<file path="config.mk">
export PLATFORM = sky130hd
export DESIGN_NAME = frac_strobe_gen
export DESIGN_NICKNAME = d
export VERILOG_FILES = /design/src/rtl/strobe_pkg.sv /design/src/rtl/ratio_phase.sv /design/src/rtl/flash_src_sel.sv /design/src/rtl/frac_strobe_gen.sv
export SDC_FILE = /design/constraint.sdc
export NUM_CORES = 1
export LEC_CHECK = 0
export ABC_AREA = 1
export BUFFER_PORTS_ARGS = -buffer_cell sky130_fd_sc_hd__buf_2
export CELL_PAD_IN_SITES_DETAIL_PLACEMENT = 2
export CELL_PAD_IN_SITES_GLOBAL_PLACEMENT = 2
export CORE_AREA = 2 2 46 48
export DETAILED_ROUTE_END_ITERATION = 6
export DIE_AREA = 0 0 48 50
export PLACE_DENSITY_LB_ADDON = 0.25
export SLEW_MARGIN = 15
export SYNTH_ARGS = -nofsm -noshare
export SYNTH_HDL_FRONTEND = slang
export SYNTH_SLANG_ARGS = --single-unit
</file>
<file path="constraint.sdc">
create_clock -name clk -period 1.83 [get_ports clk]
set_input_delay 0.366 -clock clk [delete_from_list [all_inputs] [get_ports clk]]
set_output_delay 0.366 -clock clk [all_outputs]
set_load 0.01 [all_outputs]
</file>
<file path="src/rtl/strobe_pkg.sv">
package strobe_pkg;

    // Sequencer: one settling cycle after reset, then free-running.
    typedef enum logic {
        ST_HOLD = 1'b0,
        ST_RUN  = 1'b1
    } seq_state_t;

    // Flash strobe source.
    typedef enum logic {
        SRC_CORE = 1'b0,
        SRC_FAST = 1'b1
    } src_state_t;

    // Divider moduli and firing patterns (bit i set = fire on phase i).
    localparam int unsigned THIRD_MOD   = 3;
    localparam logic [2:0]  THIRD_PAT   = 3'b001;
    localparam int unsigned HALF_MOD    = 2;
    localparam logic [1:0]  HALF_PAT    = 2'b01;
    localparam int unsigned QUART_MOD   = 2;
    localparam logic [1:0]  QUART_PAT   = 2'b01;
    localparam int unsigned TWO5_MOD    = 5;
    localparam logic [4:0]  TWO5_PAT    = 5'b00101;

endpackage

</file>
<file path="src/rtl/ratio_phase.sv">
// Phase counter that advances when adv_i is high and fires on the phases
// marked in PATTERN. tick_o and start_o are combinational and can be
// chained into another instance; strobe_o is the registered tick.
module ratio_phase #(
    parameter int unsigned        MOD     = 3,
    parameter logic [MOD-1:0]     PATTERN = 1
) (
    input  logic clk,
    input  logic rst_n,
    input  logic adv_i,
    output logic tick_o,
    output logic start_o,
    output logic strobe_o
);
    localparam int unsigned CW   = (MOD > 1) ? $clog2(MOD) : 1;
    localparam logic [CW-1:0] LAST = CW'(MOD - 1);

    logic [CW-1:0] phase_q;
    logic          hit;

    always_comb begin
        hit = 1'b0;
        for (int i = 0; i < int'(MOD); i++) begin
            if (phase_q == CW'(i)) hit = PATTERN[i];
        end
    end

    assign tick_o  = adv_i & hit;
    assign start_o = adv_i & (phase_q == '0);

    always_ff @(posedge clk or negedge rst_n) begin
        if (!rst_n) begin
            phase_q  <= '0;
            strobe_o <= 1'b0;
        end else begin
            strobe_o <= tick_o;
            if (adv_i) begin
                phase_q <= (phase_q == LAST) ? '0 : phase_q + 1'b1;
            end
        end
    end

endmodule

</file>
<file path="src/rtl/flash_src_sel.sv">
// Chooses the flash strobe source; the select is taken only on boundary_i.
module flash_src_sel
    import strobe_pkg::*;
(
    input  logic clk,
    input  logic rst_n,
    input  logic boundary_i,
    input  logic sel_i,
    input  logic fast_tick_i,
    input  logic core_tick_i,
    output logic strobe_o
);
    src_state_t src_q, src_d;
    logic       use_fast;

    // Next-state process.
    always_comb begin
        src_d = src_q;
        unique case (src_q)
            SRC_CORE: if (boundary_i && sel_i)  src_d = SRC_FAST;
            SRC_FAST: if (boundary_i && !sel_i) src_d = SRC_CORE;
            default:  src_d = SRC_CORE;
        endcase
    end

    // Output selection: on a boundary the new choice applies at once.
    always_comb begin
        use_fast = boundary_i ? sel_i : (src_q == SRC_FAST);
    end

    always_ff @(posedge clk or negedge rst_n) begin
        if (!rst_n) begin
            src_q    <= SRC_CORE;
            strobe_o <= 1'b0;
        end else begin
            src_q    <= src_d;
            strobe_o <= use_fast ? fast_tick_i : core_tick_i;
        end
    end

endmodule

</file>
<file path="src/rtl/frac_strobe_gen.sv">
module frac_strobe_gen
    import strobe_pkg::*;
(
    input  logic clk,
    input  logic rst_n,
    input  logic flash_fast_sel,
    output logic stb_third,
    output logic stb_half,
    output logic stb_quarter,
    output logic stb_two5,
    output logic stb_flash
);
    seq_state_t state_q, state_d;
    logic       run;

    logic third_tick, third_start;
    logic half_tick,  half_start;
    logic quart_tick, quart_start;
    logic two5_tick,  two5_start;
    logic boundary;

    // State register.
    always_ff @(posedge clk or negedge rst_n) begin
        if (!rst_n) state_q <= ST_HOLD;
        else        state_q <= state_d;
    end

    // Next state and outputs of the sequencer.
    always_comb begin
        state_d = state_q;
        run     = 1'b0;
        unique case (state_q)
            ST_HOLD: state_d = ST_RUN;
            ST_RUN:  run     = 1'b1;
            default: state_d = ST_HOLD;
        endcase
    end

    ratio_phase #(.MOD(THIRD_MOD), .PATTERN(THIRD_PAT)) u_third (
        .clk(clk), .rst_n(rst_n), .adv_i(run),
        .tick_o(third_tick), .start_o(third_start), .strobe_o(stb_third)
    );

    ratio_phase #(.MOD(HALF_MOD), .PATTERN(HALF_PAT)) u_half (
        .clk(clk), .rst_n(rst_n), .adv_i(run),
        .tick_o(half_tick), .start_o(half_start), .strobe_o(stb_half)
    );

    // Quarter rate: counts half-rate ticks, not root cycles.
    ratio_phase #(.MOD(QUART_MOD), .PATTERN(QUART_PAT)) u_quarter (
        .clk(clk), .rst_n(rst_n), .adv_i(half_tick),
        .tick_o(quart_tick), .start_o(quart_start), .strobe_o(stb_quarter)
    );

    ratio_phase #(.MOD(TWO5_MOD), .PATTERN(TWO5_PAT)) u_two5 (
        .clk(clk), .rst_n(rst_n), .adv_i(run),
        .tick_o(two5_tick), .start_o(two5_start), .strobe_o(stb_two5)
    );

    // A five-cycle frame start that is also a quarter pulse: every 20 cycles.
    assign boundary = two5_start & quart_tick;

    flash_src_sel u_flash (
        .clk(clk), .rst_n(rst_n), .boundary_i(boundary),
        .sel_i(flash_fast_sel), .fast_tick_i(two5_tick),
        .core_tick_i(quart_tick), .strobe_o(stb_flash)
    );

    logic unused_starts;
    assign unused_starts = third_start ^ half_start ^ quart_start;

endmodule

</file>
Yosys cells after proc, flatten, opt, wreduce, memory -nomap -nowiden
Index checks and enable logic that the tools add are counted.
{ "word_totals": {"regBits": 14, "input_bits": 3, "output_inout_bits": 5} }
{ "classes": {"addsub": 4, "n_eq_ne": 6, "muxes": 20, "bitwise": 7, "n_reduce_logical": 5} }
{ "op_table": {"columns": ["op", "n"], "rows": [
  ["$mux 1", 17],
  ["$and 1x1->1", 6],
  ["$eq 3x2->1 const B", 2],
  ["$add 3x1->3 const B", 1],
  ["$eq 3x1->1 const B", 1],
  ["$eq 3x3->1 const B", 1],
  ["$logic_not 3->1", 1],
  ["$mux 3", 1],
  ["$add 1x1->1 const B", 2],
  ["$add 2x1->2 const B", 1],
  ["$eq 2x1->1 const B", 1],
  ["$eq 2x2->1 const B", 1],
  ["$logic_and 1x1->1", 2],
  ["$logic_not 2->1", 1],
  ["$mux 2", 1],
  ["$pmux 1 s2", 1],
  ["$logic_not 1->1", 1],
  ["$not 1->1", 1]
]} }

Longest topological paths before layout
Gate-level depths: netlist of the first run.
{ "logic_depth": {"depth_word": 8, "ltp_mapped": 8, "mapped_depth_nobuf": 8} }

Cells and area by module
A second synthesis of the first run with hierarchy kept.
{ "hier_totals": {"hier_cells": 78, "area_unflattened_um2": 668.1} }
{ "by_module_without_submodules": {"columns": ["module", "instances", "cells_per_inst", "area_per_inst_um2", "seq_area_each_um2"], "rows": [
  ["ratio_phase at u_two5", 1, 29, 249.0, 100.1],
  ["ratio_phase at u_half ...", 2, 9, 80.1, 50.0],
  ["ratio_phase at u_third", 1, 14, 121.4, 75.1],
  ["flash_src_sel", 1, 13, 101.3, 50.0],
  ["frac_strobe_gen", 1, 4, 36.3, 25.0]
]} }

Least setup slack after synthesis of the first run
No wires, ideal clock.
{ "synth_path": {"path_type": "reg2reg", "startpoint": "register u_two5.phase_q[0]", "endpoint": "register u_flash.strobe_o", "t_arrival_ps": 1128, "setup_slack_ps": 637, "path_stages_with_launch": 8, "path_buffers": 0, "synth_period_minus_slack_ps": 1193, "path_cell_list": "dfrtp_1 -> ha_1 -> ha_1 -> nor2_1 -> nand2_1 -> nor2_2 -> nand3_1 -> nand2_1"} }
{ "synth_between": {"elab_chain_len": 8, "elab_cells_between_ends": 15, "classes_between": "eq/ne: 4; mux: 7; bitwise: 3; reduce/logical: 1"} }
{ "synth_lines": {"columns": ["item", "line", "rtl"], "rows": [
  ["start: declaration", "ratio_phase.sv:18", "logic [CW-1:0] phase_q;"],
  ["start signal: assignment", "ratio_phase.sv:38", "phase_q <= (phase_q == LAST) ? '0 : phase_q + 1'b1;"],
  ["$logic_not 3->1", "ratio_phase.sv:24", "if (phase_q == CW'(i)) hit = PATTERN[i];"],
  ["$mux 1 (4 in a row)", "ratio_phase.sv:24", null],
  ["$mux 1 (*)", "ratio_phase.sv:24", null],
  ["$and 1x1->1 (*)", "ratio_phase.sv:28", "assign tick_o = adv_i & hit;"],
  ["named net two5_tick", "frac_strobe_gen.sv:19", "logic two5_tick, two5_start;"],
  ["$mux 1 (*)", "flash_src_sel.sv:37", "strobe_o <= use_fast ? fast_tick_i : core_tick_i;"],
  ["end signal: assignment", "flash_src_sel.sv:37", null],
  ["end: declaration", "flash_src_sel.sv:11", "output logic strobe_o"]
]} }
Mark *: on every way through the listed nets, which the timed path passes. The rest lies on a longest branch.
A chain may end at the register's enable or synchronous reset.

Worst setup path after layout of the first run
Ends and elaborated chain as after synthesis.

==> impl_metrics.py, run 1 <==
metrics = {
    "status": {
        "status": "finished clean",
    },
    "worst_hold_path": {
        "min_from": "flash_fast_sel",
        "hold_end": "u_flash.src_q",
        "hold_depth": 3,
        "min_path_type": "primary input to flip-flop",
    },
    "global_routing": {
        "grt-ovfl-total": 0,
        "grt_max_degree": 15,
        "grt_antenna_before_repair": 0,
        "grt_pass1_vias": 500,
        "grt_pass1_wl_mm": 2.01,
        "grtUsageTotal_pct": 12.1,
    },
    "place": {
        "gp_congestion": 0.702,
        "place_area_um2": 731,
        "dpl.cell_count": 95,
        "dp_hpwl_um": 896,
        "io_buffer_count": 7,
    },
    "power": {
        "ir_worst_vdd_v": 0.000471,
        "powerDensity_nw_per_um2": 1370,
        "leakagePower_nw": 0.406,
    },
    "timing": {
        "slew_viol_final": 0,
        "rsz0062_at_grt": "no",
        "fmax_mhz": 739,
        "tns_ns": 0,
        "hold_viol": 0,
        "fin_crit_ns": 1.35,
        "skew_ns": 0.00241,
        "fin_crit_sh_pct": 74.0,
        "setup_violations": 0,
    },
    "clock_tree": {
        "clk_pin_slew_worst_paths_ns": 0.09,
        "clock-root-buffer": "clkbuf_4",
        "cts_tree": "yes",
        "cts_buffers": 3,
        "cts_setup_buffers": 0,
        "clock_latency_ns": 0.27,
        "clk_path_buf_depth": 2,
        "cts_sinks": 14,
        "h-tree-depth": 1,
        "post_cts_resized": 0,
    },
    "detailed_routing": {
        "vias": 434,
        "vias_per_cell": 4.34,
        "wire_per_inst_um": 11.9,
        "routed_wl_mm": 1.19,
        "ant_nets": 0,
        "drt_first_pass_iters": 2,
        "drtIter0Drc": 4,
        "drcViolationCount": 0,
    },
    "critical_path": {
        "reg2reg_slack_ns": 0.48,
        "reg2regPathDepth": 7,
        "critical_path_arrival_ns": 1.57,
        "start_kind": "flip-flop",
        "cp_max_fo": 5,
        "crit_type": "flip-flop to flip-flop",
        "worstReg2RegStart": "u_two5.phase_q[0]",
        "r2r_end": "u_flash.strobe_o",
        "required_ns": 2.05,
        "end_kind": "flip-flop",
    },
    "synthesis": {
        "synth_nets": 70,
        "postSynthAreaPerCell_um2": 10.9,
        "yosys.cell_types.count": 20,
        "ys_seq_area_share_pct": 52.0,
        "netlist_area_um2": 673,
        "yosys.area.top_type_share_pct": 52.0,
        "yosysWarnings": 0,
        "yosysTopAreaCell": "dfrtp_1",
        "netlist_instances": 62,
        "ys_ff_latch": 14,
        "yosys-top-cells-area": "dfrtp_1, ha_1, nand2_1, nand3_2, inv_1",
    },
    "job": {
        "cap_violations": 0,
    },
    "floorplan": {
        "start_util_pct": 35.4,
        "die_area_um2": 2400,
        "io_pins": 8,
        "core_area_um2": 1900,
        "die_w_um": 48,
        "die_y_um": 50,
        "fp-row-count": 16,
    },
    "layout": {
        "fin_cells": 100,
        "n_fill_cell": 211,
        "area_delta_synth_final_pct": 15.4,
        "n_antenna_cell": 0,
        "drive_above_1_share_pct": 32.9,
        "multi_input_area_um2": 269,
        "final-seq-area_um2": 350,
        "fin_area_um2": 777,
        "nets": 82,
    },
}
[worst max path at each step]
stage,startpoint,endpoint,cells past startpoint
after floorplan,u_two5.phase_q[0],u_flash.strobe_o,7
final,u_two5.phase_q[0],u_flash.strobe_o,7
after global placement,u_two5.phase_q[0],u_flash.strobe_o,7
after global routing,u_two5.phase_q[0],u_flash.strobe_o,7
after detailed placement,u_two5.phase_q[0],u_flash.strobe_o,7
after CTS,u_two5.phase_q[0],u_flash.strobe_o,7
[critical path: stages, from the launching register on]
cell     delay, ns
dfrtp_1       0.44
ha_1          0.22
ha_1          0.18
nor2_1        0.10
nand2_1       0.08
nor2_2        0.14
nand3_1       0.08
nand2_1       0.07
[power breakdown]
part           total (mW)  switching, mW  internal [mW]
Combinational       0.350          0.212          0.138
Sequential          0.493         0.0834          0.410
Clock               0.222          0.102          0.121
[stage by stage]
step	setup WS [ns]	hold slack [ns]	utilization (%)	power, mW
floorplan	0.637	0.0704	-	0.749
global placement	0.562	0.279	38.4	0.835
detailed placement	0.512	0.282	38.4	0.850
CTS	0.441	0.364	40.9	1.09
global route	0.345	0.363	40.9	1.17
finish	0.476	0.365	40.9	1.07
[placed cells by master, fill, tap and decap left out]
master	n
nor2_2	1
clkbuf_4	3
dlygate4sd3_1	1
buf_2	7
nand2_4	1
o21ai_1	4
nor2_4	2
nand3_1	3
conb_1	1
nor2_8	1
nor3_2	1
inv_2	3
nand3_2	3
clkbuf_8	1
nor2_1	3
inv_1	6
ha_1	5
nand2_1	9
inv_6	1
dfrtp_1	14
o22ai_1	1
xor2_1	1
a21o_1	1
[cell families (layout without fill, tap and decap cells)]
family / after synthesis / after routing / share of synthesized area [%]
flip-flops: 14 / 14 / 52.0
other: 1 / 1 / 0.557
buffers and inverters: 11 / 22 / 7.99
adder cells (fa/ha/maj): 5 / 5 / 9.29
XOR/XNOR: 1 / 1 / 1.30
AND/OR/NAND/NOR: 24 / 24 / 23.8
AO/OA/AOI/OAI: 6 / 6 / 5.02
[synth_stat cells]
cell type	number
nor2_8	1
o21ai_1	4
nor2_4	2
xor2_1	1
inv_6	1
nor2_2	1
inv_1	6
a21o_1	1
inv_2	3
o22ai_1	1
nand3_1	3
nand2_4	1
nor3_2	1
dfrtp_1	14
nor2_1	3
nand2_1	9
buf_6	1
nand3_2	3
conb_1	1
ha_1	5
[layout make-up]
cell class                 count  area share [%]
sequential                    14            45.1
multi-input combinational     37            34.6
timing repair buffer           8            5.80
inverter                      10            5.48
clock buffer                   4            4.67
tap                           27            4.35
[timing repair]
| action | 4_1_cts | 5_1_grt |
|---|---|---|
| hold buffers | 1 | 0 |
| setup endpoints to repair | 0 | 0 |
| hold endpoints to repair | 14 | 0 |
[registers in the layout (all words and copies together), names as in the netlist]
register,count
state_q,1
u_flash.src_q,1
u_flash.strobe_o,1
u_half.phase_q,1
u_half.strobe_o,1
u_quarter.phase_q,1
u_quarter.strobe_o,1
u_third.phase_q,2
u_third.strobe_o,1
u_two5.phase_q,3
u_two5.strobe_o,1
[per-layer routing]
metal	track usage [%]	vias to the layer above	wire, um
li1	-	212	-
met1	13.3	218	507
met2	21.1	2	652
met3	3.30	2	20
met4	4.05	0	10
met5	0	-	0
No activity file was read; power rests on OpenSTA's default activity.
==> inputs of run 2 (changes only) <==
--- a/config.mk
+++ b/config.mk
@@ -5,7 +5,7 @@
 export SDC_FILE = /design/constraint.sdc
 export NUM_CORES = 1
 export LEC_CHECK = 0
-export ABC_AREA = 1
+export ABC_AREA = 0
 export BUFFER_PORTS_ARGS = -buffer_cell sky130_fd_sc_hd__buf_2
 export CELL_PAD_IN_SITES_DETAIL_PLACEMENT = 2
 export CELL_PAD_IN_SITES_GLOBAL_PLACEMENT = 2
==> constraint.sdc (replaced) <==
create_clock -name clk -period 1.4 [get_ports clk]
set_input_delay 0.28 -clock clk [delete_from_list [all_inputs] [get_ports clk]]
set_output_delay 0.28 -clock clk [all_outputs]
set_load 0.01 [all_outputs]
==> run 2 against run 1 <==
Effect of this change:
- clock skew grew 0.0048 ns
- die area is the same
- sequential share of layout area shrank 2.9 points
- non-clock buffer count grew 5
- design area grew 6.8%
- critical path depth shrank 2
- critical endpoint is now u_flash.src_q
==> impl_metrics.py, run 2 <==
metrics = {
    "timing": {
        "fin_crit_sh_pct": 99.5,
        "rsz0062_at_grt": "yes",
        "fin_crit_ns": 1.39,
        "setup_violations": 0,
        "fmax_mhz": 718,
        "hold_viol": 0,
        "skew_ns": 0.00719,
        "slew_viol_final": 0,
    },
    "power": {
        "powerDensity_nw_per_um2": 2000,
        "leakagePower_nw": 0.395,
        "p_total_mw": 1.66,
        "ir_worst_vdd_v": 0.000822,
    },
    "clock_tree": {
        "clk_path_buf_depth": 2,
        "clock_latency_ns": 0.28,
        "h-tree-depth": 1,
        "cts_buffers": 3,
        "cts_sinks": 14,
        "clock-root-buffer": "clkbuf_4",
        "cts_tree": "yes",
        "clk_pin_slew_worst_paths_ns": 0.09,
    },
    "job": {
        "cap_violations": 0,
    },
    "detailed_routing": {
        "drcViolationCount": 0,
        "vias": 399,
        "ant_nets": 0,
        "drt_first_pass_iters": 3,
        "routed_wl_mm": 1.32,
        "drtIter0Drc": 3,
        "vias_per_cell": 4.34,
        "wire_per_inst_um": 14.4,
    },
    "critical_path": {
        "slowest_stage": "dfrtp_1",
        "end_kind": "flip-flop",
        "critPathBufInv": 1,
        "cp_max_fo": 3,
        "crit_type": "flip-flop to flip-flop",
        "cp_top_family": "flip-flops",
        "cp_cell_sequence": "inv_2 -> ha_4 -> nor2b_4 -> nand2_2 -> mux2_4",
        "critPathMaxStageDelay_ns": 0.43,
        "reg2regPathDepth": 5,
        "start_kind": "flip-flop",
        "critical_path_arrival_ns": 1.57,
        "path_depth": 5,
        "required_ns": 1.57,
    },
    "synthesis": {
        "synth_nets": 57,
        "ys_ff_latch": 14,
        "ys_seq_area_share_pct": 54.5,
        "yosysWarnings": 0,
        "yosysTopAreaCell": "dfrtp_1",
        "yosys-top-cells-area": "dfrtp_1, ha_1, a2111oi_4, mux2i_1, nor3b_4",
        "synth_edf_count": 0,
        "synthArstFlopShare_pct": 100,
        "netlist_instances": 49,
        "yosys.area.top_type_share_pct": 54.5,
        "postSynthAreaPerCell_um2": 13.1,
        "netlist_area_um2": 643,
        "synth_top_flop_cell": "dfrtp_1",
        "netlist_top_cells_count": "dfrtp_1, ha_1, inv_1, nand2_1, o21ai_0",
        "yosys.cell_types.count": 22,
        "synth_most_common_cell": "dfrtp_1",
    },
    "layout": {
        "largest_register": "u_two5.phase_q",
        "fin_cells": 92,
        "nets": 74,
        "fin_area_um2": 830,
        "largestRegisters": "u_two5.phase_q: 3 flops, u_third.phase_q: 2 flops",
        "final_cell_mix": "dfrtp_1, buf_2, inv_2, buf_4",
        "final_common_cell": "dfrtp_1",
        "area_delta_synth_final_pct": 29.0,
        "n_antenna_cell": 0,
        "drive_above_1_share_pct": 47.7,
        "largest_reg_flops": 3,
    },
    "floorplan": {
        "start_util_pct": 33.8,
        "die_area_um2": 2400,
        "die_y_um": 50,
        "io_pins": 8,
        "fp-row-count": 16,
        "core_area_um2": 1900,
        "die_w_um": 48,
    },
    "global_routing": {
        "grt_antenna_before_repair": 0,
        "grtUsageTotal_pct": 14.0,
        "grt_pass1_vias": 464,
        "busiest_layer": "met2",
        "met3_usage_pct": 5.49,
        "grt_max_degree": 15,
        "grt-ovfl-total": 0,
        "grt_pass1_wl_mm": 2.26,
        "use_met2_pct": 23.3,
        "met1_usage_pct": 16.4,
    },
    "status": {
        "status": "finished clean",
    },
    "place": {
        "io_buffer_count": 7,
        "place_area_um2": 734,
        "dp_hpwl_um": 915,
        "gp_congestion": 0.724,
        "dpl.cell_count": 86,
    },
    "worst_hold_path": {
        "min_path_type": "primary input to flip-flop",
        "hold_depth": 2,
    },
}
-- run 2: cell type report --
cell class	instances	area [um2]
fill	197	1070
clock buffer	4	36.3
tap	27	33.8
timing repair buffer	13	86.3
sequential	14	350
multi-input combinational	29	304
inverter	5	18.8
-- run 2: what timing repair did --
action                     CTS  global route
buffers inserted             0             1
resized for setup            7             5
gates cloned                 0             0
setup endpoints to repair    3             3
hold buffers                 1             0
pin swaps                    2             3
hold endpoints to repair    14             0
-- run 2: kinds of logic after synthesis --
family | synth area share, %
buffers and inverters | 4.08
muxes | 5.45
DFF | 54.5
adders and majority gates | 9.73
and+or+nand+nor | 13.8
AOI/OAI and AO/OA | 9.14
xor gates and xnor gates | 2.72
other | 0.583
-- run 2: stage by stage --
| stage | TNS [ns] | hold slack, ns | utilization [%] | worst slack, ns |
|---|---|---|---|---|
| 2_1_floorplan | 0 | -0.0156 | - | 0.0311 |
| 3_3_place_gp | -0.0611 | 0.195 | 38.6 | -0.0610 |
| 3_5_place_dp | -0.118 | 0.201 | 38.6 | -0.0911 |
| 4_1_cts | -0.00138 | 0.262 | 42.0 | -0.00138 |
| 5_1_grt | -0.170 | 0.256 | 43.6 | -0.0647 |
| 6_report | 0 | 0.270 | 43.6 | 0.00687 |
-- run 2: per-layer routing --
metal  share of wire, %  up-vias
met5                  0        -
met4               0.91        0
met3                3.6        2
met2                 52       10
met1                 43      198
li1                   -      189
-- run 2: worst reg2reg max path, stage by stage, from the launching register on --
cell and delay (ns):
dfrtp_1 0.43, inv_2 0.13, ha_4 0.17, nor2b_4 0.18, nand2_2 0.07, mux2_4 0.31
-- run 2: final timing paths --
kind	start	end	slack, ns
worst min-delay path	flash_fast_sel	u_flash.src_q	0.27
worst max-delay path	u_two5.phase_q[1]	u_flash.src_q	0.007
worst max register to register	u_two5.phase_q[1]	u_flash.src_q	0.007
min in group asynchronous	rst_n	u_quarter.strobe_o	0.43
worst min register to register	u_third.phase_q[1]	u_third.strobe_o	0.47
max in group asynchronous	rst_n	u_two5.phase_q[0]	0.73
-- run 2: report_power, final --
part | internal (mW) | total, mW | switching, mW
logic | 0.364 | 0.689 | 0.324
clock network | 0.158 | 0.295 | 0.136
registers | 0.551 | 0.673 | 0.122
==> inputs of run 3 (changes only) <==
--- a/config.mk
+++ b/config.mk
@@ -5,13 +5,13 @@
 export SDC_FILE = /design/constraint.sdc
 export NUM_CORES = 1
 export LEC_CHECK = 0
-export ABC_AREA = 0
+export ABC_AREA = 1
 export BUFFER_PORTS_ARGS = -buffer_cell sky130_fd_sc_hd__buf_2
 export CELL_PAD_IN_SITES_DETAIL_PLACEMENT = 2
 export CELL_PAD_IN_SITES_GLOBAL_PLACEMENT = 2
-export CORE_AREA = 2 2 46 48
+export CORE_AREA = 2 2 47 49
 export DETAILED_ROUTE_END_ITERATION = 6
-export DIE_AREA = 0 0 48 50
+export DIE_AREA = 0 0 49 51
 export PLACE_DENSITY_LB_ADDON = 0.25
 export SLEW_MARGIN = 15
 export SYNTH_ARGS = -nofsm -noshare
==> run 3 against run 2 <==
Effect of this change:
- register-to-register slack improved by 0.11 ns
- non-clock buffer count decreased by 3
- utilization decreased by 5.0 points
- first-iteration DRC count decreased by 100%
- sequential power decreased by 4.3%
- maximum frequency increased by 8.2%
- largest power group is now registers
- highest routed layer unchanged
==> impl_metrics.py, run 3 (synthesized netlist as in run 1, its figures left out) <==
metrics = {
    "floorplan": {
        "io_pins": 8,
        "core_area_um2": 2060,
        "fp-row-count": 17,
        "start_util_pct": 32.6,
        "die_w_um": 49,
        "die_y_um": 51,
        "die_area_um2": 2500,
    },
    "clock_tree": {
        "clock-root-buffer": "clkbuf_4",
        "cts_tree": "yes",
        "clk_pin_slew_worst_paths_ns": 0.09,
        "clk_path_buf_depth": 2,
        "clock_latency_ns": 0.27,
        "cts_sinks": 14,
        "h-tree-depth": 1,
        "cts_buffers": 3,
    },
    "layout": {
        "area_delta_synth_final_pct": 18.4,
        "largest_register": "u_two5.phase_q",
        "n_antenna_cell": 0,
        "final_cell_mix": "dfrtp_1, nand2_1, buf_2",
        "nets": 84,
        "largest_reg_flops": 3,
        "final_common_cell": "dfrtp_1",
        "largestRegisters": "u_two5.phase_q: 3 flops, u_third.phase_q: 2 flops",
        "drive_above_1_share_pct": 37.3,
    },
    "detailed_routing": {
        "drtIter0Drc": 0,
        "vias": 448,
        "ant_nets": 0,
        "routed_wl_mm": 1.31,
        "wire_per_inst_um": 12.7,
        "vias_per_cell": 4.35,
        "drcViolationCount": 0,
        "drt_first_pass_iters": 1,
    },
    "global_routing": {
        "grt_pass1_wl_mm": 2.43,
        "grt_pass1_vias": 534,
        "grt_antenna_before_repair": 0,
        "grt-ovfl-total": 0,
        "grtUsageTotal_pct": 13.1,
        "grt_max_degree": 15,
    },
    "critical_path": {
        "path_depth": 7,
        "start_kind": "flip-flop",
        "reg2regPathDepth": 7,
        "critPathBufInv": 0,
        "critical_path_arrival_ns": 1.51,
        "cp_top_family": "flip-flops",
        "required_ns": 1.62,
        "cpMostUsedCell": "nand2_1",
        "slowest_stage": "dfrtp_2",
        "cp_cell_sequence": "ha_2 -> ha_1 -> nor2_1 -> nand2_1 -> nor2_2 -> nand3_1 -> nand2_1",
        "cp_max_fo": 5,
        "end_kind": "flip-flop",
        "crit_type": "flip-flop to flip-flop",
        "critPathMaxStageDelay_ns": 0.44,
    },
    "timing": {
        "fmax_mhz": 776,
        "fin_crit_sh_pct": 92.0,
        "setup_violations": 0,
        "rsz0062_at_grt": "no",
        "slew_viol_final": 0,
        "tns_ns": 0,
        "skew_ns": 0.00315,
        "fin_crit_ns": 1.29,
        "hold_viol": 0,
    },
    "power": {
        "powerDensity_nw_per_um2": 1790,
        "p_total_mw": 1.43,
        "ir_worst_vdd_v": 0.000611,
        "leakagePower_nw": 0.412,
    },
    "worst_hold_path": {
        "hold_depth": 3,
        "min_path_type": "primary input to flip-flop",
    },
    "status": {
        "status": "finished clean",
    },
    "place": {
        "gp_congestion": 0.676,
        "dp_hpwl_um": 996,
        "io_buffer_count": 7,
    },
    "job": {
        "cap_violations": 0,
    },
}
-- run 3: cell types whose count changed in the layout (fill, tap and decap cells not counted), sizes merged, moves of 2 or more --
| cell | before | now |
|---|---|---|
| nor2 | 1 | 7 |
| mux2i | 2 | 0 |
| inv | 5 | 10 |
| nand2 | 4 | 10 |
| buf | 12 | 9 |
| nand3 | 1 | 6 |
-- run 3: power by group --
part,total [mW],switching (mW),internal [mW]
logic,0.491,0.290,0.201
registers,0.644,0.106,0.538
clock network,0.294,0.136,0.158
-- run 3: worst paths after layout --
check	start	to	slack, ns
worst max-delay path	u_two5.phase_q[0]	u_flash.strobe_o	0.11
worst min-delay path	flash_fast_sel	u_flash.src_q	0.28
worst max register to register	u_two5.phase_q[0]	u_flash.strobe_o	0.11
worst min register to register	u_third.phase_q[1]	u_third.strobe_o	0.46
max in group asynchronous	rst_n	u_two5.phase_q[0]	0.72
min in group asynchronous	rst_n	u_two5.phase_q[1]	0.42
-- run 3: tightest hold or removal path, stage by stage --
cell	delay, ns
buf_2	0.11
nand3_2	0.07
nand2_1	0.05
-- run 3: cell type report --
cell class	instances	area, um2
well taps	28	35.0
clock buffers	4	36.3
multi-input cells	37	272
fillers	246	1270
repair buffers	10	60.1
flip-flops and latches	14	352
inverters	10	42.5
-- run 3: what timing repair did --
action	4_1_cts	5_1_grt
setup buffers	0	1
hold buffers	1	0
gates resized for setup	0	2
setup endpoints to repair	0	1
endpoints found under the hold margin	14	0
-- run 3: stage by stage --
stage	util, %	instances	hold slack, ns	setup slack [ns]	cell area (um2)
floorplan	-	62	-0.0156	0.207	673
global placement	35.8	97	0.200	0.153	739
detailed placement	35.8	97	0.198	0.0670	739
CTS	38.1	102	0.276	0.0300	786
global route	38.6	103	0.274	0.00310	797
finish	38.6	103	0.277	0.112	797
-- run 3: metal layers --
metal	vias up	share of wire (%)	GRT usage, %
met1	222	40	14.3
met2	7	56	24.2
met3	2	3.4	2.92
li1	217	-	-
met4	0	0.76	5.71
met5	-	0	0
